### src/rtl/mm_pkg.sv
package mm_pkg;

  typedef enum logic [1:0] {
    SYM_Y = 2'd0,
    SYM_X = 2'd1,
    SYM_Z = 2'd2
  } mm_sym_t;

  typedef enum logic [1:0] {
    CLS_SOF   = 2'd0,
    CLS_LOGIC = 2'd1,
    CLS_SPACE = 2'd2
  } mm_cls_t;

  typedef enum logic [2:0] {
    ST_IDLE   = 3'd0,
    ST_SOF    = 3'd1,
    ST_DATA   = 3'd2,
    ST_PARITY = 3'd3,
    ST_EOF    = 3'd4,
    ST_TRAIL  = 3'd5,
    ST_GUARD  = 3'd6
  } mm_state_t;

endpackage

### src/rtl/mm_bit_timer.sv
module mm_bit_timer #(
  parameter int BIT_CYCLES = 128,
  parameter int CNT_W      = 7
) (
  input  logic             clk,
  input  logic             rst,
  input  logic             restart,
  output logic [CNT_W-1:0] cnt,
  output logic             period_end
);

  localparam logic [CNT_W-1:0] LAST = CNT_W'(BIT_CYCLES - 1);

  assign period_end = (cnt == LAST);

  always_ff @(posedge clk) begin
    if (rst || restart) begin
      cnt <= '0;
    end else if (period_end) begin
      cnt <= '0;
    end else begin
      cnt <= cnt + CNT_W'(1);
    end
  end

endmodule

### src/rtl/mm_symbol_coder.sv
module mm_symbol_coder
  import mm_pkg::*;
(
  input  logic    clk,
  input  logic    rst,
  input  logic    step,
  input  mm_cls_t cls,
  input  logic    val,
  output mm_sym_t sym
);

  // Set when the logic value sent just before was 0; the start symbol also sets it.
  logic zero_before_q;

  always_ff @(posedge clk) begin
    if (rst) begin
      sym           <= SYM_Y;
      zero_before_q <= 1'b0;
    end else if (step) begin
      case (cls)
        CLS_SOF: begin
          sym           <= SYM_Z;
          zero_before_q <= 1'b1;
        end
        CLS_LOGIC: begin
          if (val) begin
            sym <= SYM_X;
          end else if (zero_before_q) begin
            sym <= SYM_Z;
          end else begin
            sym <= SYM_Y;
          end
          zero_before_q <= ~val;
        end
        default: begin
          sym           <= SYM_Y;
          zero_before_q <= 1'b0;
        end
      endcase
    end
  end

endmodule

### src/rtl/mm_pause_shaper.sv
module mm_pause_shaper
  import mm_pkg::*;
#(
  parameter int BIT_CYCLES   = 128,
  parameter int PAUSE_CYCLES = 28,
  parameter int CNT_W        = 7
) (
  input  logic             clk,
  input  logic             rst,
  input  logic             active,
  input  mm_sym_t          sym,
  input  logic [CNT_W-1:0] cnt,
  output logic             pause_o,
  output logic             busy_o
);

  localparam logic [CNT_W-1:0] HALF_AT = CNT_W'(BIT_CYCLES / 2);
  localparam logic [CNT_W-1:0] Z_END   = CNT_W'(PAUSE_CYCLES);
  localparam logic [CNT_W-1:0] X_END   = CNT_W'(BIT_CYCLES / 2 + PAUSE_CYCLES);

  logic pause_d;

  always_comb begin
    pause_d = 1'b0;
    if (active) begin
      case (sym)
        SYM_Z:   pause_d = (cnt < Z_END);
        SYM_X:   pause_d = (cnt >= HALF_AT) && (cnt < X_END);
        default: pause_d = 1'b0;
      endcase
    end
  end

  always_ff @(posedge clk) begin
    if (rst) begin
      pause_o <= 1'b0;
      busy_o  <= 1'b0;
    end else begin
      pause_o <= pause_d;
      busy_o  <= active;
    end
  end

endmodule

### src/rtl/miller_pause_encoder.sv
module miller_pause_encoder
  import mm_pkg::*;
#(
  parameter int BIT_CYCLES    = 128,
  parameter int PAUSE_CYCLES  = 28,
  parameter int SHORT_BITS    = 7,
  parameter int BYTE_BITS     = 8,
  parameter int GUARD_PERIODS = 1
) (
  input  logic clk,
  input  logic rst,
  input  logic in_valid,
  output logic in_ready,
  input  logic in_bit,
  input  logic in_last,
  input  logic in_short,
  output logic pause_o,
  output logic busy_o
);

  localparam int CNT_W = $clog2(BIT_CYCLES);
  localparam int MAXB  = (SHORT_BITS > BYTE_BITS) ? SHORT_BITS : BYTE_BITS;
  localparam int NB_W  = $clog2(MAXB + 1);
  localparam int GD_W  = (GUARD_PERIODS > 1) ? $clog2(GUARD_PERIODS) : 1;
  localparam logic [NB_W-1:0] NB_SHORT   = NB_W'(SHORT_BITS);
  localparam logic [NB_W-1:0] NB_BYTE    = NB_W'(BYTE_BITS);
  localparam logic [GD_W-1:0] GUARD_LAST = GD_W'(GUARD_PERIODS - 1);

  mm_state_t        state_q, state_d;
  logic [CNT_W-1:0] cnt;
  logic             period_end;
  logic             first_bit_q;
  logic [NB_W-1:0]  nbits_q;
  logic             byte_par_q;
  logic             last_q;
  logic             short_q;
  logic [GD_W-1:0]  gcnt_q;

  logic             step;
  mm_cls_t          cls;
  logic             val;
  mm_sym_t          sym;
  logic             active;

  logic more_bits, byte_full, want_bit, take;

  assign more_bits = short_q ? (nbits_q < NB_SHORT) : ~last_q;
  assign byte_full = ~short_q && (nbits_q == NB_BYTE);
  assign want_bit  = period_end && more_bits &&
                     (((state_q == ST_DATA) && ~byte_full) || (state_q == ST_PARITY));
  assign in_ready  = (state_q == ST_IDLE) || want_bit;
  assign take      = in_ready && in_valid;
  assign active    = (state_q != ST_IDLE) && (state_q != ST_GUARD);

  // Next-period decision: state, symbol class and logic value for the coder.
  always_comb begin
    state_d = state_q;
    step    = 1'b0;
    cls     = CLS_SPACE;
    val     = 1'b0;
    case (state_q)
      ST_IDLE: begin
        if (in_valid) begin
          state_d = ST_SOF;
          step    = 1'b1;
          cls     = CLS_SOF;
        end
      end
      ST_SOF: begin
        if (period_end) begin
          state_d = ST_DATA;
          step    = 1'b1;
          cls     = CLS_LOGIC;
          val     = first_bit_q;
        end
      end
      ST_DATA: begin
        if (period_end) begin
          step = 1'b1;
          cls  = CLS_LOGIC;
          if (byte_full) begin
            state_d = ST_PARITY;
            val     = ~byte_par_q;
          end else if (take) begin
            state_d = ST_DATA;
            val     = in_bit;
          end else begin
            state_d = ST_EOF;
          end
        end
      end
      ST_PARITY: begin
        if (period_end) begin
          step = 1'b1;
          cls  = CLS_LOGIC;
          if (take) begin
            state_d = ST_DATA;
            val     = in_bit;
          end else begin
            state_d = ST_EOF;
          end
        end
      end
      ST_EOF: begin
        if (period_end) begin
          state_d = ST_TRAIL;
          step    = 1'b1;
          cls     = CLS_SPACE;
        end
      end
      ST_TRAIL: begin
        if (period_end) begin
          state_d = ST_GUARD;
        end
      end
      ST_GUARD: begin
        if (period_end && (gcnt_q == GUARD_LAST)) begin
          state_d = ST_IDLE;
        end
      end
      default: state_d = ST_IDLE;
    endcase
  end

  always_ff @(posedge clk) begin
    if (rst) begin
      state_q     <= ST_IDLE;
      first_bit_q <= 1'b0;
      nbits_q     <= '0;
      byte_par_q  <= 1'b0;
      last_q      <= 1'b0;
      short_q     <= 1'b0;
      gcnt_q      <= '0;
    end else begin
      state_q <= state_d;
      if ((state_q == ST_IDLE) && in_valid) begin
        first_bit_q <= in_bit;
        nbits_q     <= NB_W'(1);
        byte_par_q  <= in_bit;
        last_q      <= in_last;
        short_q     <= in_short;
        gcnt_q      <= '0;
      end else if (period_end && (state_q == ST_DATA) && byte_full) begin
        nbits_q    <= '0;
        byte_par_q <= 1'b0;
      end else if (take) begin
        nbits_q    <= nbits_q + NB_W'(1);
        byte_par_q <= byte_par_q ^ in_bit;
        last_q     <= in_last;
      end
      if ((state_q == ST_GUARD) && period_end) begin
        gcnt_q <= gcnt_q + GD_W'(1);
      end
    end
  end

  mm_bit_timer #(
    .BIT_CYCLES(BIT_CYCLES),
    .CNT_W     (CNT_W)
  ) u_timer (
    .clk       (clk),
    .rst       (rst),
    .restart   (state_q == ST_IDLE),
    .cnt       (cnt),
    .period_end(period_end)
  );

  mm_symbol_coder u_coder (
    .clk (clk),
    .rst (rst),
    .step(step),
    .cls (cls),
    .val (val),
    .sym (sym)
  );

  mm_pause_shaper #(
    .BIT_CYCLES  (BIT_CYCLES),
    .PAUSE_CYCLES(PAUSE_CYCLES),
    .CNT_W       (CNT_W)
  ) u_shaper (
    .clk    (clk),
    .rst    (rst),
    .active (active),
    .sym    (sym),
    .cnt    (cnt),
    .pause_o(pause_o),
    .busy_o (busy_o)
  );

endmodule

### config.mk
export PLATFORM = sky130hd
export DESIGN_NAME = miller_pause_encoder
export DESIGN_NICKNAME = d
export VERILOG_FILES = /design/src/rtl/mm_pkg.sv /design/src/rtl/mm_bit_timer.sv /design/src/rtl/mm_symbol_coder.sv /design/src/rtl/mm_pause_shaper.sv /design/src/rtl/miller_pause_encoder.sv
export SDC_FILE = /design/constraint.sdc
export NUM_CORES = 1
export LEC_CHECK = 0
export BUFFER_PORTS_ARGS = -buffer_cell sky130_fd_sc_hd__buf_2
export CAP_MARGIN = 20
export CORE_MARGIN = 1
export CORE_UTILIZATION = 55
export DETAILED_ROUTE_END_ITERATION = 10
export PLACE_DENSITY = 0.73
export SLEW_MARGIN = 30
export SYNTH_ARGS = -nofsm -noshare
export SYNTH_HDL_FRONTEND = slang
export SYNTH_SLANG_ARGS = --single-unit
### constraint.sdc
create_clock -name clk -period 2.7 [get_ports clk]
set_clock_uncertainty 0.15 [all_clocks]
set_input_delay 0.405 -clock clk [delete_from_list [all_inputs] [get_ports clk]]
set_output_delay 0.405 -clock clk [all_outputs]
set_load 0.005 [all_outputs]
# [Word-level counts from Yosys, hierarchy flattened]
# Cells that the tools add are included.
[totals] ff_bits=24 latch_bits=0 ramBits=0 mem_bits_ro=0 inputBits=6 out_inout_bits=3 wordCells=115 memories=0
[op_classes] n_addsub=3 n_mul=0 div=0 n_lt_le_gt_ge=4 eq_ne=20 shift=0 n_mux=39 bitwise_logic=8 reduce_logical=28
[op_table] op="$mux W3" count=9
[op_table] op="$pmux W3 S7" count=1
[op_table] op="$mux W1" count=19
[op_table] op="$ne A2 B2 Y1 const B" count=8
[op_table] op="$logic_and A1 B1 Y1" count=12
[op_table] op="$eq A3 B3 Y1 const B" count=3
[op_table] op="$mux W2" count=4
[op_table] op="$pmux W2 S2" count=2
[op_table] op="$add A7 B1 Y7 const B" count=1
[op_table] op="$eq A7 B7 Y1 const B" count=1
[op_table] op="$ge A7 B7 Y1 const B" count=1
[op_table] op="$lt A7 B5 Y1 const B" count=1
[op_table] op="$lt A7 B7 Y1 const B" count=1
[op_table] op="$not A1 Y1" count=7
[op_table] op="$reduce_and A7 Y1" count=1
[op_table] op="$eq A3 B2 Y1 const B" count=2
[op_table] op="$pmux W1 S2" count=3
[op_table] op="$reduce_bool A3 Y1" count=2
[op_table] op="$reduce_or A3 Y1" count=2
[op_table] op="$add A4 B1 Y4 const B" count=1
[op_table] op="$eq A2 B1 Y1 const B" count=2
[op_table] op="$eq A4 B4 Y1 const B" count=1
[op_table] op="$lt A4 B3 Y1 const B" count=1
[op_table] op="$reduce_bool A2 Y1" count=2
[op_table] op="other kinds (12)" count=15

# [Longest topological paths before layout]
[depth] ltp_word=14 ltp_mapped=7 ltp_nobuf=7

# [Hierarchy]
# Synthesis repeated with hierarchy kept, for this count alone.
[hier_totals] cells_unflattened=168 hier_area_um2=1305.0
[by_module_without_submodules] module="miller_pause_encoder" instances=1 cells_each=110 area_per_inst_um2=780.7 seq_area_each_um2=240.2
[by_module_without_submodules] module="mm_bit_timer" instances=1 cells_each=32 area_per_inst_um2=284.0 seq_area_each_um2=140.1
[by_module_without_submodules] module="mm_symbol_coder" instances=1 cells_each=15 area_per_inst_um2=132.6 seq_area_each_um2=60.1
[by_module_without_submodules] module="mm_pause_shaper" instances=1 cells_each=11 area_per_inst_um2=107.6 seq_area_each_um2=40.0

# [Worst setup path before layout]
# Ideal clock, no wire load.
[synth_path] path_type="reg-to-reg" startpoint="register u_timer.cnt[0]" endpoint="register nbits_q[0]" setup_time_ns=0.091 arrival_time_ns=1.619 required_time_ns=2.459 slack_ns=0.840 path_stages_with_launch=8 n_path_buf=1 period_less_slack_ns=1.860 cell_sequence="dfxtp_1 ha_1 and3_1 buf_6 nand2_4 o41ai_4 a211oi_1 a311oi_1"
[synth_between] elab_chain_cells=6
[synth_lines] item="start: declaration" line="mm_bit_timer.sv:8" source="output logic [CNT_W-1:0] cnt,"
[synth_lines] item="start signal: assignment" line="mm_bit_timer.sv:22" source="cnt <= cnt + CNT_W'(1);"
[synth_lines] item="$eq A7 B7 Y1 *" line="mm_bit_timer.sv:14" source="assign period_end = (cnt == LAST);"
[synth_lines] item="$logic_and A1 B1 Y1 (2 in series)" line="miller_pause_encoder.sv:49" source="assign want_bit = period_end && more_bits &&"
[synth_lines] item="$logic_or A1 B1 Y1" line="miller_pause_encoder.sv:51" source="assign in_ready = (state_q == ST_IDLE) || want_bit;"
[synth_lines] item="$logic_and A1 B1 Y1" line="miller_pause_encoder.sv:52" source="assign take = in_ready && in_valid;"
[synth_lines] item="$reduce_bool A3 Y1 (no line)"
[synth_lines] item="end signal: assignment" line="miller_pause_encoder.sv:147" source="nbits_q <= nbits_q + NB_W'(1);"
[synth_lines] item="end: declaration" line="miller_pause_encoder.sv:33" source="logic [NB_W-1:0] nbits_q;"
# Mark *: on every way between the ends. The rest lies on a longest branch, timed or not.
# A chain may end at the register's enable or synchronous reset.

# [Worst setup path after layout]
[layout_path] startpoint="register state_q[2]" endpoint="output in_ready"
[layout_between] elab_chain_cells=5
[layout_lines] item="start: declaration" line="miller_pause_encoder.sv:29" source="mm_state_t state_q, state_d;"
[layout_lines] item="start signal: assignment" line="miller_pause_encoder.sv:135" source="state_q <= state_d;"
[layout_lines] item="$eq A3 B2 Y1" line="miller_pause_encoder.sv:50" source="(((state_q == ST_DATA) && ~byte_full) || (state_q == ST_PARITY));"
[layout_lines] item="$logic_and A1 B1 Y1" line="miller_pause_encoder.sv:50"
[layout_lines] item="$logic_or A1 B1 Y1" line="miller_pause_encoder.sv:50"
[layout_lines] item="$logic_and A1 B1 Y1" line="miller_pause_encoder.sv:49"
[layout_lines] item="$logic_or A1 B1 Y1 *" line="miller_pause_encoder.sv:51"
[layout_lines] item="end: declaration" line="miller_pause_encoder.sv:13" source="output logic in_ready,"
# Marks and branches as above.

==> results.txt <==
initial antenna violation count: 0
Final Power: 0.723 mW
worst-margin pin slew: 472 ps
FF-to-FF setup slack: 450 ps
Setup Total Neg Slack: 0 ps
Detailed Route WL: 2990 um
utilization after layout: 62.0%
global-route usage over all layers: 25.6%
Ys Warns: 0
P_int: 0.509 mW
fin crit share: 91.4%
via density per instance: 6.19
startpoint types: flip-flop
syn nets: 176
Highest Clock Rate: 0.405 GHz
Hold Path Depth: 3
total gr overflow: 0
critical-path maximum fanout: 15
clk buf depth: 2
max-slew violation count: 0
critical path endpoint category: output pin
Seq cells post-synth: 24
Net Switching: 0.214 mW
Post-CTS Setup Repair Bufs: 0
worst r2r path cells: 6
most frequent cells in the layout: 24 x dfxtp_1, 15 x nand2_1, 14 x a21oi_1
CTS tree: done
global-route wire length before repair: 5100 um
CTS Hold Buffers Added: 0
r2r endpoint: nbits_q[0]
die width: 51.6 um
predominant post-synthesis flop cell: dfxtp_1
Final setup violation count: 0
die area: 0.00267 mm^2
H-tree levels: 1
Skew-Pair Late Insertion Delay: 320 ps
die span in y: 51.6 um
Fin Hold WS: 162 ps
pin count of the biggest net entering global routing: 16
number of global-route vias before repair: 1160
total iterations of the first detailed-routing run: 4
crit path kind: flip-flop to output pin
PD cells: 512 mW/mm^2
DR vias: 1213
worst path required time: 2140 ps
total CTS buffers: 3
Post-DP HPWL: 2130 um
Comb power frac: 18.3%
Synth-to-Final Area Change: 4.15%
post-place setup slack: 470 ps
Arr. time, crit path: 1910 ps
Min Clock Period, post-route: 2470 ps
Clk pwr share: 26.5%
Initial Util: 59.5%
most common cell after layout, fill and taps aside: dfxtp_1
antenna diode count: 0
Post-DRT Antenna Nets: 0
Crit Reg-Reg Startpoint: u_timer.cnt[0]
maximum VDD drop: 352 uV
CTS Sinks: 24
Hold Fails Final Rpt: 0
Iter 0 DRT Violations: 23
Reg power frac: 55.2%
clk slew on worst S/H paths: 130 ps
Seq/Total Area, Yosys: 35.5%
ys async rst share: 0%
CTS root buffer: clkbuf_4
worst hold path endpoint: short_q
Gate Count Post-Synth: 165
outcome: finished clean
HP Start: in_short
synthesized area per cell: 8.21 um^2
Post-Syn Area: 0.00136 mm^2
core area: 0.00228 mm^2
Netlist cell types: 47
total of max-cap violations: 0
Slew headroom: 68.3%
port bufs: 8
routability congestion estimate: 0.870
nets: 180
RSZ-0062 raised after global routing: false
wire per inst: 15.3 um
EDFF count, synth: 0
switching part of the total: 29.6%
DRC: 0
share of cells above drive strength 1: 11.3%
# IOs: 9
worst hold path type: input port to flip-flop
post-cts sizing count: 0
Leak: 0.525 nW
Site Rows: 17
setup slack after layout: 232 ps
power by group through the flow:
stage               clock (mW)  combinational, mW  sequential, mW
floorplan                    0              0.110           0.394
global placement             0              0.126           0.405
detailed placement           0              0.130           0.406
CTS                      0.194              0.131           0.398
global route             0.211              0.147           0.402
finish                   0.192              0.132           0.399
synth_stat cells (all sizes together), types with 2 or more instances:
| library cell | n | share of area, % |
|---|---|---|
| dfxtp | 24 | 35 |
| nand2 | 16 | 5.0 |
| a21oi | 15 | 5.8 |
| nor2 | 14 | 4.1 |
| inv | 11 | 3.0 |
| o21ai | 9 | 3.3 |
| nand3 | 7 | 2.6 |
| nor3 | 6 | 3.0 |
| a31oi | 5 | 2.3 |
| buf | 5 | 3.0 |
| ha | 5 | 4.6 |
| a21o | 4 | 2.2 |
| clkbuf | 4 | 1.1 |
| nor4 | 4 | 1.8 |
| xor2 | 4 | 2.6 |
| and3 | 3 | 1.4 |
| or3 | 3 | 1.4 |
| a32oi | 2 | 1.3 |
| nand2b | 2 | 0.92 |
| nand4 | 2 | 0.92 |
worst max path at each step:
| stage | startpoint | to | slack (ps) | depth (start not counted) |
|---|---|---|---|---|
| after floorplan | u_timer.cnt[0] | nbits_q[0] | 840 | 7 |
| after global placement | u_timer.cnt[0] | nbits_q[0] | 530 | 6 |
| after detailed placement | u_timer.cnt[0] | nbits_q[0] | 470 | 6 |
| after CTS | state_q[2] | in_ready | 260 | 5 |
| after global routing | state_q[2] | in_ready | 110 | 5 |
| final | state_q[2] | in_ready | 230 | 5 |
flip-flops by register name, indices dropped and copies added, names as in the netlist, 2 cells and up:
| register | flops |
|---|---|
| u_coder.sym | 2 |
| u_timer.cnt | 7 |
| state_q | 3 |
| nbits_q | 4 |
cell type report:
| cell class | count | area (um^2) |
|---|---|---|
| fill | 193 | 865 |
| multi-input combinational | 121 | 778 |
| clock buffer | 4 | 36.3 |
| tap | 28 | 35.0 |
| timing repair buffer | 8 | 40.0 |
| sequential | 24 | 480 |
| inverter | 11 | 41.3 |
worst max-delay path, stage by stage (launching register included):
cell      delay, ps
dfxtp_1         640
nand2b_1        310
o21ba_2         230
a31oi_1         230
inv_1            60
buf_2           120
kinds of logic after synthesis:
logic type	synth area share (%)
adder cells (fa/ha/maj)	4.62
buffers and inverters	7.11
AND/OR/NAND/NOR	23.5
multiplexers	1.57
flip-flops	35.5
XOR/XNOR	3.23
AO/OA/AOI/OAI	24.5
through the flow:
step	std cells	instance area, um^2
3_3_place_gp	192	1380
4_1_cts	196	1410
5_1_grt	196	1410
2_1_floorplan	165	1360
6_report	196	1410
3_5_place_dp	192	1380
per-layer routing:
layer	vias to the layer above	global-route usage (%)	wire [um]
met5	-	0	0
met4	0	12.6	62
met3	6	3.51	140
met1	566	34.1	1410
li1	605	-	-
met2	36	40.3	1380
Power figures use the tool's default switching activity.
